--- src/rtl/coil_mode_pkg.sv ---
package coil_mode_pkg;
   typedef enum logic [1:0] {
      MODE_OFF  = 2'b00,
      MODE_IDLE = 2'b01,
      MODE_RUN  = 2'b10
   } drv_mode_e;
endpackage

--- src/rtl/scl_low_timer.sv ---
// Synchronises the bus clock level and measures how long it stays low.
module scl_low_timer #(
   parameter int SHUT_US     = 500,
   parameter int SYNC_STAGES = 2
) (
   input  logic clk,
   input  logic rst_n,
   input  logic scl_in,
   input  logic us_tick,
   output logic scl_s,
   output logic long_low
);
   localparam int CNT_W = $clog2(SHUT_US + 1);
   localparam logic [CNT_W-1:0] LIMIT = CNT_W'(SHUT_US);

   logic [CNT_W-1:0] cnt_q;

   generate
      if (SYNC_STAGES == 0) begin : g_nosync
         assign scl_s = scl_in;
      end else begin : g_sync
         logic [SYNC_STAGES-1:0] sr_q;
         always_ff @(posedge clk or negedge rst_n) begin
            if (!rst_n) sr_q <= '1;
            else        sr_q <= (sr_q << 1) | SYNC_STAGES'(scl_in);
         end
         assign scl_s = sr_q[SYNC_STAGES-1];
      end
   endgenerate

   always_ff @(posedge clk or negedge rst_n) begin
      if (!rst_n)                        cnt_q <= '0;
      else if (scl_s)                    cnt_q <= '0;
      else if (us_tick && cnt_q != LIMIT) cnt_q <= cnt_q + 1'b1;
   end

   assign long_low = (cnt_q == LIMIT) && !scl_s;
endmodule

--- src/rtl/fault_latch.sv ---
// Sticky fault status; new faults win over a clear in the same cycle.
module fault_latch #(
   parameter int NUM_FAULTS = 3
) (
   input  logic                  clk,
   input  logic                  rst_n,
   input  logic [NUM_FAULTS-1:0] fault_in,
   input  logic                  clr,
   output logic [NUM_FAULTS-1:0] stat,
   output logic                  any_fault
);
   always_ff @(posedge clk or negedge rst_n) begin
      if (!rst_n) stat <= '0;
      else        stat <= (clr ? '0 : stat) | fault_in;
   end

   assign any_fault = |fault_in;
endmodule

--- src/rtl/mode_fsm.sv ---
// Three-state mode sequencer with registered pulse outputs.
module mode_fsm
   import coil_mode_pkg::*;
(
   input  logic      clk,
   input  logic      rst_n,
   input  logic      scl_s,
   input  logic      long_low,
   input  logic      cur_is_zero,
   input  logic      sw_reset,
   input  logic      any_fault,
   output drv_mode_e state,
   output logic      load_q,
   output logic      cclr_q,
   output logic      sclr_q,
   output logic      go_load,
   output logic      go_run
);
   drv_mode_e nxt;
   logic      go_cclr;
   logic      pend_q;

   always_comb begin
      nxt     = state;
      go_load = 1'b0;
      go_cclr = 1'b0;
      go_run  = 1'b0;
      if (long_low) begin
         nxt = MODE_OFF;
      end else begin
         case (state)
            MODE_OFF: begin
               if (scl_s) begin
                  nxt     = MODE_IDLE;
                  go_load = 1'b1;
               end
            end
            MODE_RUN: begin
               if (sw_reset) begin
                  nxt     = MODE_IDLE;
                  go_load = 1'b1;
               end else if (any_fault) begin
                  nxt     = MODE_IDLE;
                  go_cclr = 1'b1;
               end else if (cur_is_zero) begin
                  nxt = MODE_IDLE;
               end
            end
            default: begin
               if (sw_reset) begin
                  nxt     = MODE_IDLE;
                  go_load = 1'b1;
               end else if (!cur_is_zero && !any_fault && !pend_q) begin
                  nxt    = MODE_RUN;
                  go_run = 1'b1;
               end else begin
                  nxt = MODE_IDLE;
               end
            end
         endcase
      end
   end

   always_ff @(posedge clk or negedge rst_n) begin
      if (!rst_n) begin
         state  <= MODE_IDLE;
         load_q <= 1'b0;
         cclr_q <= 1'b0;
         sclr_q <= 1'b0;
         pend_q <= 1'b0;
      end else begin
         state  <= nxt;
         load_q <= go_load;
         cclr_q <= go_cclr;
         sclr_q <= go_run;
         if (go_load || go_cclr) pend_q <= 1'b1;
         else if (cur_is_zero)   pend_q <= 1'b0;
      end
   end
endmodule

--- src/rtl/coil_mode_ctrl.sv ---
module coil_mode_ctrl
   import coil_mode_pkg::*;
#(
   parameter int SHUT_US     = 500,
   parameter int SYNC_STAGES = 2,
   parameter int NUM_FAULTS  = 3
) (
   input  logic                  clk,
   input  logic                  rst_n,
   input  logic                  scl_in,
   input  logic                  us_tick,
   input  logic                  cur_is_zero,
   input  logic                  sw_reset,
   input  logic [NUM_FAULTS-1:0] fault_in,
   output logic [1:0]            mode_o,
   output logic                  drv_en_o,
   output logic                  load_dflt_o,
   output logic                  cur_clr_o,
   output logic                  stat_clr_o,
   output logic [NUM_FAULTS-1:0] fault_stat_o
);
   generate
      if (SHUT_US < 1) begin : g_bad_shut
         $error("SHUT_US must be at least 1");
      end
      if (SYNC_STAGES < 0 || SYNC_STAGES > 4) begin : g_bad_sync
         $error("SYNC_STAGES must be 0 to 4");
      end
      if (NUM_FAULTS < 1) begin : g_bad_flt
         $error("NUM_FAULTS must be at least 1");
      end
   endgenerate

   logic      scl_s;
   logic      long_low;
   logic      any_fault;
   logic      go_load;
   logic      go_run;
   drv_mode_e state;

   scl_low_timer #(.SHUT_US(SHUT_US), .SYNC_STAGES(SYNC_STAGES)) u_timer (
      .clk(clk), .rst_n(rst_n), .scl_in(scl_in), .us_tick(us_tick),
      .scl_s(scl_s), .long_low(long_low)
   );

   fault_latch #(.NUM_FAULTS(NUM_FAULTS)) u_flt (
      .clk(clk), .rst_n(rst_n), .fault_in(fault_in),
      .clr(go_load | go_run), .stat(fault_stat_o), .any_fault(any_fault)
   );

   mode_fsm u_fsm (
      .clk(clk), .rst_n(rst_n), .scl_s(scl_s), .long_low(long_low),
      .cur_is_zero(cur_is_zero), .sw_reset(sw_reset), .any_fault(any_fault),
      .state(state), .load_q(load_dflt_o), .cclr_q(cur_clr_o),
      .sclr_q(stat_clr_o), .go_load(go_load), .go_run(go_run)
   );

   assign mode_o   = state;
   assign drv_en_o = (state == MODE_RUN);
endmodule

--- config.mk ---
export PLATFORM = sky130hd
export DESIGN_NAME = coil_mode_ctrl
export DESIGN_NICKNAME = d
export VERILOG_FILES = /design/src/rtl/coil_mode_pkg.sv /design/src/rtl/scl_low_timer.sv /design/src/rtl/fault_latch.sv /design/src/rtl/mode_fsm.sv /design/src/rtl/coil_mode_ctrl.sv
export SDC_FILE = /design/constraint.sdc
export NUM_CORES = 1
export LEC_CHECK = 0
export BUFFER_PORTS_ARGS = -buffer_cell sky130_fd_sc_hd__buf_4
export CELL_PAD_IN_SITES_DETAIL_PLACEMENT = 1
export CELL_PAD_IN_SITES_GLOBAL_PLACEMENT = 1
export CORE_ASPECT_RATIO = 0.8
export CORE_UTILIZATION = 41
export DETAILED_ROUTE_END_ITERATION = 7
export PLACE_DENSITY_LB_ADDON = 0.1
export SLEW_MARGIN = 20
export SYNTH_ARGS = -nofsm -noshare
export SYNTH_HDL_FRONTEND = slang
export SYNTH_HIERARCHICAL = 1
export SYNTH_SLANG_ARGS = --single-unit
--- constraint.sdc ---
create_clock -name clk -period 2.7 [get_ports clk]
set_input_delay 0.405 -clock clk [delete_from_list [all_inputs] [get_ports clk]]
set_output_delay 0.405 -clock clk [all_outputs]
set_load 0.01 [all_outputs]
Word-level counts from Yosys, hierarchy flattened
Cells that the tools add are included.

word-level totals
  register bits after elaboration = 20
  bits of input ports = 9
  logic and storage cells = 57

cells by class
  add/subtract/negate cells = 1
  equality and inequality tests = 5
  mux-type cells = 25
  bitwise operators = 3
  reduce and logical (&&, ||, !) cells = 15

operators with widths
  cell                 count
  $mux 9               2
  $mux 1               14
  $mux 2               7
  $add 9x1->9 const B  1
  $eq 9x9->1 const B   1
  $ne 9x9->1 const B   1
  $ne 5x3->1 const B   1
  $logic_and 1x1->1    4
  $logic_not 1->1      4
  $pmux 2 s2           1
  $reduce_bool 2->1    2
  $mux 3               1
  $ne 3x3->1 const B   1
  $or 3x3->3           1
  $reduce_or 3->1      1
  $eq 2x2->1 const B   1
  $logic_not 2->1      1
  $or 2x1->2           1
  $reduce_and 2->1     1
  $reduce_or 2->1      1
  $logic_or 1x1->1     1
  $or 1x1->1           1

Depth between registers and ports, before layout
  depth in word-level cells = 11
  depth in mapped cells = 9

Cells and area by module
Netlist, hierarchy kept.

by module, submodules not included
  module          instances  cells an instance  area each (um^2)  sequential area each (um^2)
  scl_low_timer   1          56                 598.1             277.8
  mode_fsm        1          21                 259.0             151.4
  fault_latch     1          8                  108.9             75.1
  coil_mode_ctrl  1          2                  12.5              0.0

Worst setup path before layout
Ideal clock, no wire load.

  kind = flip-flop to flip-flop
  start point = reg u_timer.cnt_q[0]
  end point = reg u_flt.stat[0]
  setup time = 0.062 ns
  arrival time = 2.005 ns
  required time = 2.638 ns
  setup slack = 0.633 ns
  stages on the path, launching flop included = 10
  buffers on the path = 0
  period minus slack after synthesis = 2.067 ns
  cell sequence = dfrtp_1 inv_1 ha_1 nand2_1 or3_1 nor3_1 nor3_1 or2_1 inv_1 a21o_2

on the way
  longest elaborated chain between the ends = 6
  elaborated cells on any way between the ends = 7
  those cells by class = 1 x eq/ne; 3 x mux; 2 x bitwise; 1 x reduce/logical

ends and longest elaborated chain
  element                 line                  RTL
  from (decl)             scl_low_timer.sv:16   logic [CNT_W-1:0] cnt_q;
  from (signal assigned)  scl_low_timer.sv:34   else if (us_tick && cnt_q != LIMIT) cnt_q <= cnt_q + 1'b1;
  $eq 9x9->1              scl_low_timer.sv:37   assign long_low = (cnt_q == LIMIT) && !scl_s;
  $logic_and 1x1->1       scl_low_timer.sv:37
  named net long_low      coil_mode_ctrl.sv:35  logic long_low;
  $mux 1                  mode_fsm.sv:28        if (long_low) begin
  named net go_run        coil_mode_ctrl.sv:38  logic go_run;
  $or 1x1->1              coil_mode_ctrl.sv:48  .clr(go_load | go_run), .stat(fault_stat_o), .any_fault(any_fault)
  $mux 3                  fault_latch.sv:14     else stat <= (clr ? '0 : stat) | fault_in;
  $or 3x3->3              fault_latch.sv:14
  to (signal assigned)    fault_latch.sv:14
  to (decl)               fault_latch.sv:9      output logic [NUM_FAULTS-1:0] stat,

The timed path passes the listed nets, and every way through them passes these cells.
A chain may end at the register's enable or synchronous reset.

Worst setup path after layout
Same ends and word-level chain as after synthesis.

==> qor.yml <==
power_and_ir_drop:
  power_uw: 527
  vdd_drop_max_mv: 0.323
  cellPowerDensity_nw_per_um2: 447
  leakagePower_nw: 0.540
clock_tree:
  clk_latency_ns: 0.31
  clk_pin_slew_ns: 0.10
  clk_path_buf_depth: 2
  cts_root_buffer: "clkbuf_4"
  cts_sinks: 20
  cts_inserted_buffers: 3
  cts_resized: 0
  post_cts_buffers: 0
  cts_tree: "yes"
  cts_max_level: 1
  cts_hold_buf: 1
hold_path:
  hold_depth: 1
  worstHoldStart: "scl_in"
  min_path_type: "input port to flop"
  hold_end: "u_timer/g_sync.sr_q[0]"
global_route:
  grt.met3_usage_pct: 5.97
  antenna_found_initial: 0
  grt.busiest_layer: "met2"
  grt_use_met1_pct: 25.6
  grt_pass1_wl_mm: 3.52
  grt_max_degree: 21
  grt-ovfl-total: 0
  first_global_vias: 695
  grt_use_total_pct: 19.1
  grt_util_met2_pct: 28.5
worst_setup_path:
  path_cells: "inv_1, ha_1, nand2_1, or3_1, nor3_1, buf_4, nor3_1, or2_1, inv_1, a21o_2"
  critPathMaxStageDelay_ns: 0.44
  crit_family: "simple AND/OR/NAND/NOR gates"
  crit_buf_inv: 3
  critical_path_class: "flop to flop"
  path_max_fanout: 5
  startpoint_type: "flop"
  crit_arrival_ns: 2.33
  rr_worst_depth: 10
  slowest_stage: "dfrtp_1"
  reg2reg_slack_ns: 0.63
  end_kind: "flop"
  required_ns: 2.95
  reg2reg_to: "u_flt/stat[0]"
  rr_startpoint: "u_timer/cnt_q[0]"
status:
  status: "completed"
timing:
  slew_violations: 0
  period_share_pct: 76.8
  period_needed_ns: 2.07
  finalHoldViolCount: 0
  rsz0062_at_grt: "no"
  setup_tns_ns: 0
  slew_headroom_pct: 76.2
  setup_viol: 0
  max_slew.worst_pin.slew_ns: 0.356
  fin_worst_skew_ns: 0.00781
  max_freq_mhz: 482
layout:
  layout_common_cells: "buf_4 (18), dfrtp_1 (17), inv_1 (6), nor2_1 (6)"
  antennaDiodeCount: 0
  area_delta_synth_final_pct: 20.3
  final_common_cell: "buf_4"
  n_fill_cell: 256
  nets: 121
  multi_input_area_um2: 448
  drive_gt1_share_pct: 31.2
  regArea_um2: 504
floorplan:
  die_h_um: 45.7
  fp-row-count: 15
  core-area_um2: 2200
  die_area_um2: 2590
  start_util_pct: 44.6
  io_pins: 18
  die_width_um: 56.6
logic_synthesis:
  syn_nets: 98
  yosysWarnings: 6
  yosysUniqueCellTypes: 35
  synth_area_leader_cell: "dfrtp_1"
  yosysTopAreaCellShare_pct: 43.5
  synthCells: 87
  syn-cell-area_um2: 978
  synth_area_per_cell_um2: 11.2
  ys_seq_elements: 20
  ys_seq_area_share_pct: 51.5
  synthTopCellsByArea: "dfrtp_1 (43%), dfstp_2 (8.1%), o41ai_4 (2.8%)"
routing:
  drt-initial-drc-count: 19
  ant_nets: 0
  drt_first_pass_iters: 3
  drc: 0
  vias: 734
  routed_wl_mm: 2.09
  wire_per_inst_um: 15.6
  viasPerCell: 5.48
placement:
  io_buffers: 17
  dpl.hpwl_mm: 1.57
  place_congestion: 0.690
flow_run:
  maxCapViolCount: 0
cell usage after synthesis:
cell       instances
and3_1             1
o21ai_1            1
a211oi_2           1
a21o_1             2
nand4_4            1
buf_1              1
o41ai_4            1
a21oi_1            5
a211o_1            1
or3_4              1
nand4_1            2
dfstp_2            3
and4_1             1
mux2_4             1
mux2_2             2
nor4b_2            1
xor2_1             1
mux2i_1            1
nor2_1             6
o211ai_1           1
nor3_1             5
nand2b_1           4
ha_1               2
or3_1              4
nor2b_1            3
dfrtp_1           17
nand3_1            2
o21ai_0            2
or3b_1             1
or2_1              1
inv_1              6
a2111oi_1          1
a21oi_2            1
nand2_1            3
a21o_2             1
power breakdown:
| group | internal, mW | switching, mW |
|---|---|---|
| logic | 0.0292 | 0.0255 |
| registers | 0.311 | 0.0119 |
| clock network | 0.0577 | 0.0910 |
| total | 0.398 | 0.128 |
state kept, by name, indices dropped and copies added (netlist names):
signal	cells
u_flt/stat	3
u_fsm/cclr_q	1
u_fsm/load_q	1
u_fsm/pend_q	1
u_fsm/sclr_q	1
u_fsm/state	2
u_timer/cnt_q	9
u_timer/g_sync.sr_q	2
worst register-to-register path, delay by kind of cell (launching register included):
kind                     cells  cell delay [ns]
adder cells (fa/ha/maj)      1             0.16
AO/OA/AOI/OAI                1             0.12
buffers and inverters        3             0.36
flip-flops                   1             0.44
AND/OR/NAND/NOR              5             0.96
per-layer routing:
layer | wire length (um) | up-vias
met4 | 34 | 0
met2 | 945 | 13
met3 | 82 | 5
met1 | 1030 | 363
met5 | 0 | -
li1 | - | 353
per-stage QoR:
step                      area, um2  hold slack, ns  std cells  utilization (%)  worst slack, ns
final                          1180           0.201        134             53.6            0.625
after global placement         1140           0.298        129             52.0            0.689
after detailed placement       1140           0.303        129             52.0            0.649
after floorplan                 978           0.109         87                -            0.633
after CTS                      1180           0.185        134             53.6            0.620
after global routing           1180           0.179        134             53.6            0.498
cells by family (layout without fill, tap and decap cells):
kind of cell    after synthesis  count (layout)  synth area share [%]
compound gates               17              17                  14.2
xor+xnor                      1               1                 0.895
fa+ha+maj                     2               2                  2.56
buf+inv                       7              29                  2.68
flops                        20              20                  51.5
mux                           4               4                  4.86
simple gates                 36              36                  23.3
cell type report:
class | instances | area share (%)
multi-input cells | 60 | 38.0
clock buffers | 4 | 2.23
well taps | 25 | 2.66
inverters | 6 | 1.91
repair buffers | 19 | 12.3
flip-flops and latches | 20 | 42.8
how the worst max path moves through the flow:
stage	from	to	slack [ns]	depth (start not counted)
5_1_grt	u_timer/cnt_q[0]	u_flt/stat[0]	0.50	10
4_1_cts	u_timer/cnt_q[0]	u_flt/stat[0]	0.62	10
3_3_place_gp	u_timer/cnt_q[0]	u_flt/stat[1]	0.69	10
6_report	u_timer/cnt_q[0]	u_flt/stat[0]	0.63	10
2_1_floorplan	u_timer/cnt_q[0]	u_flt/stat[0]	0.63	9
3_5_place_dp	u_timer/cnt_q[0]	u_flt/stat[0]	0.65	10
No activity file was read; power rests on OpenSTA's default activity.
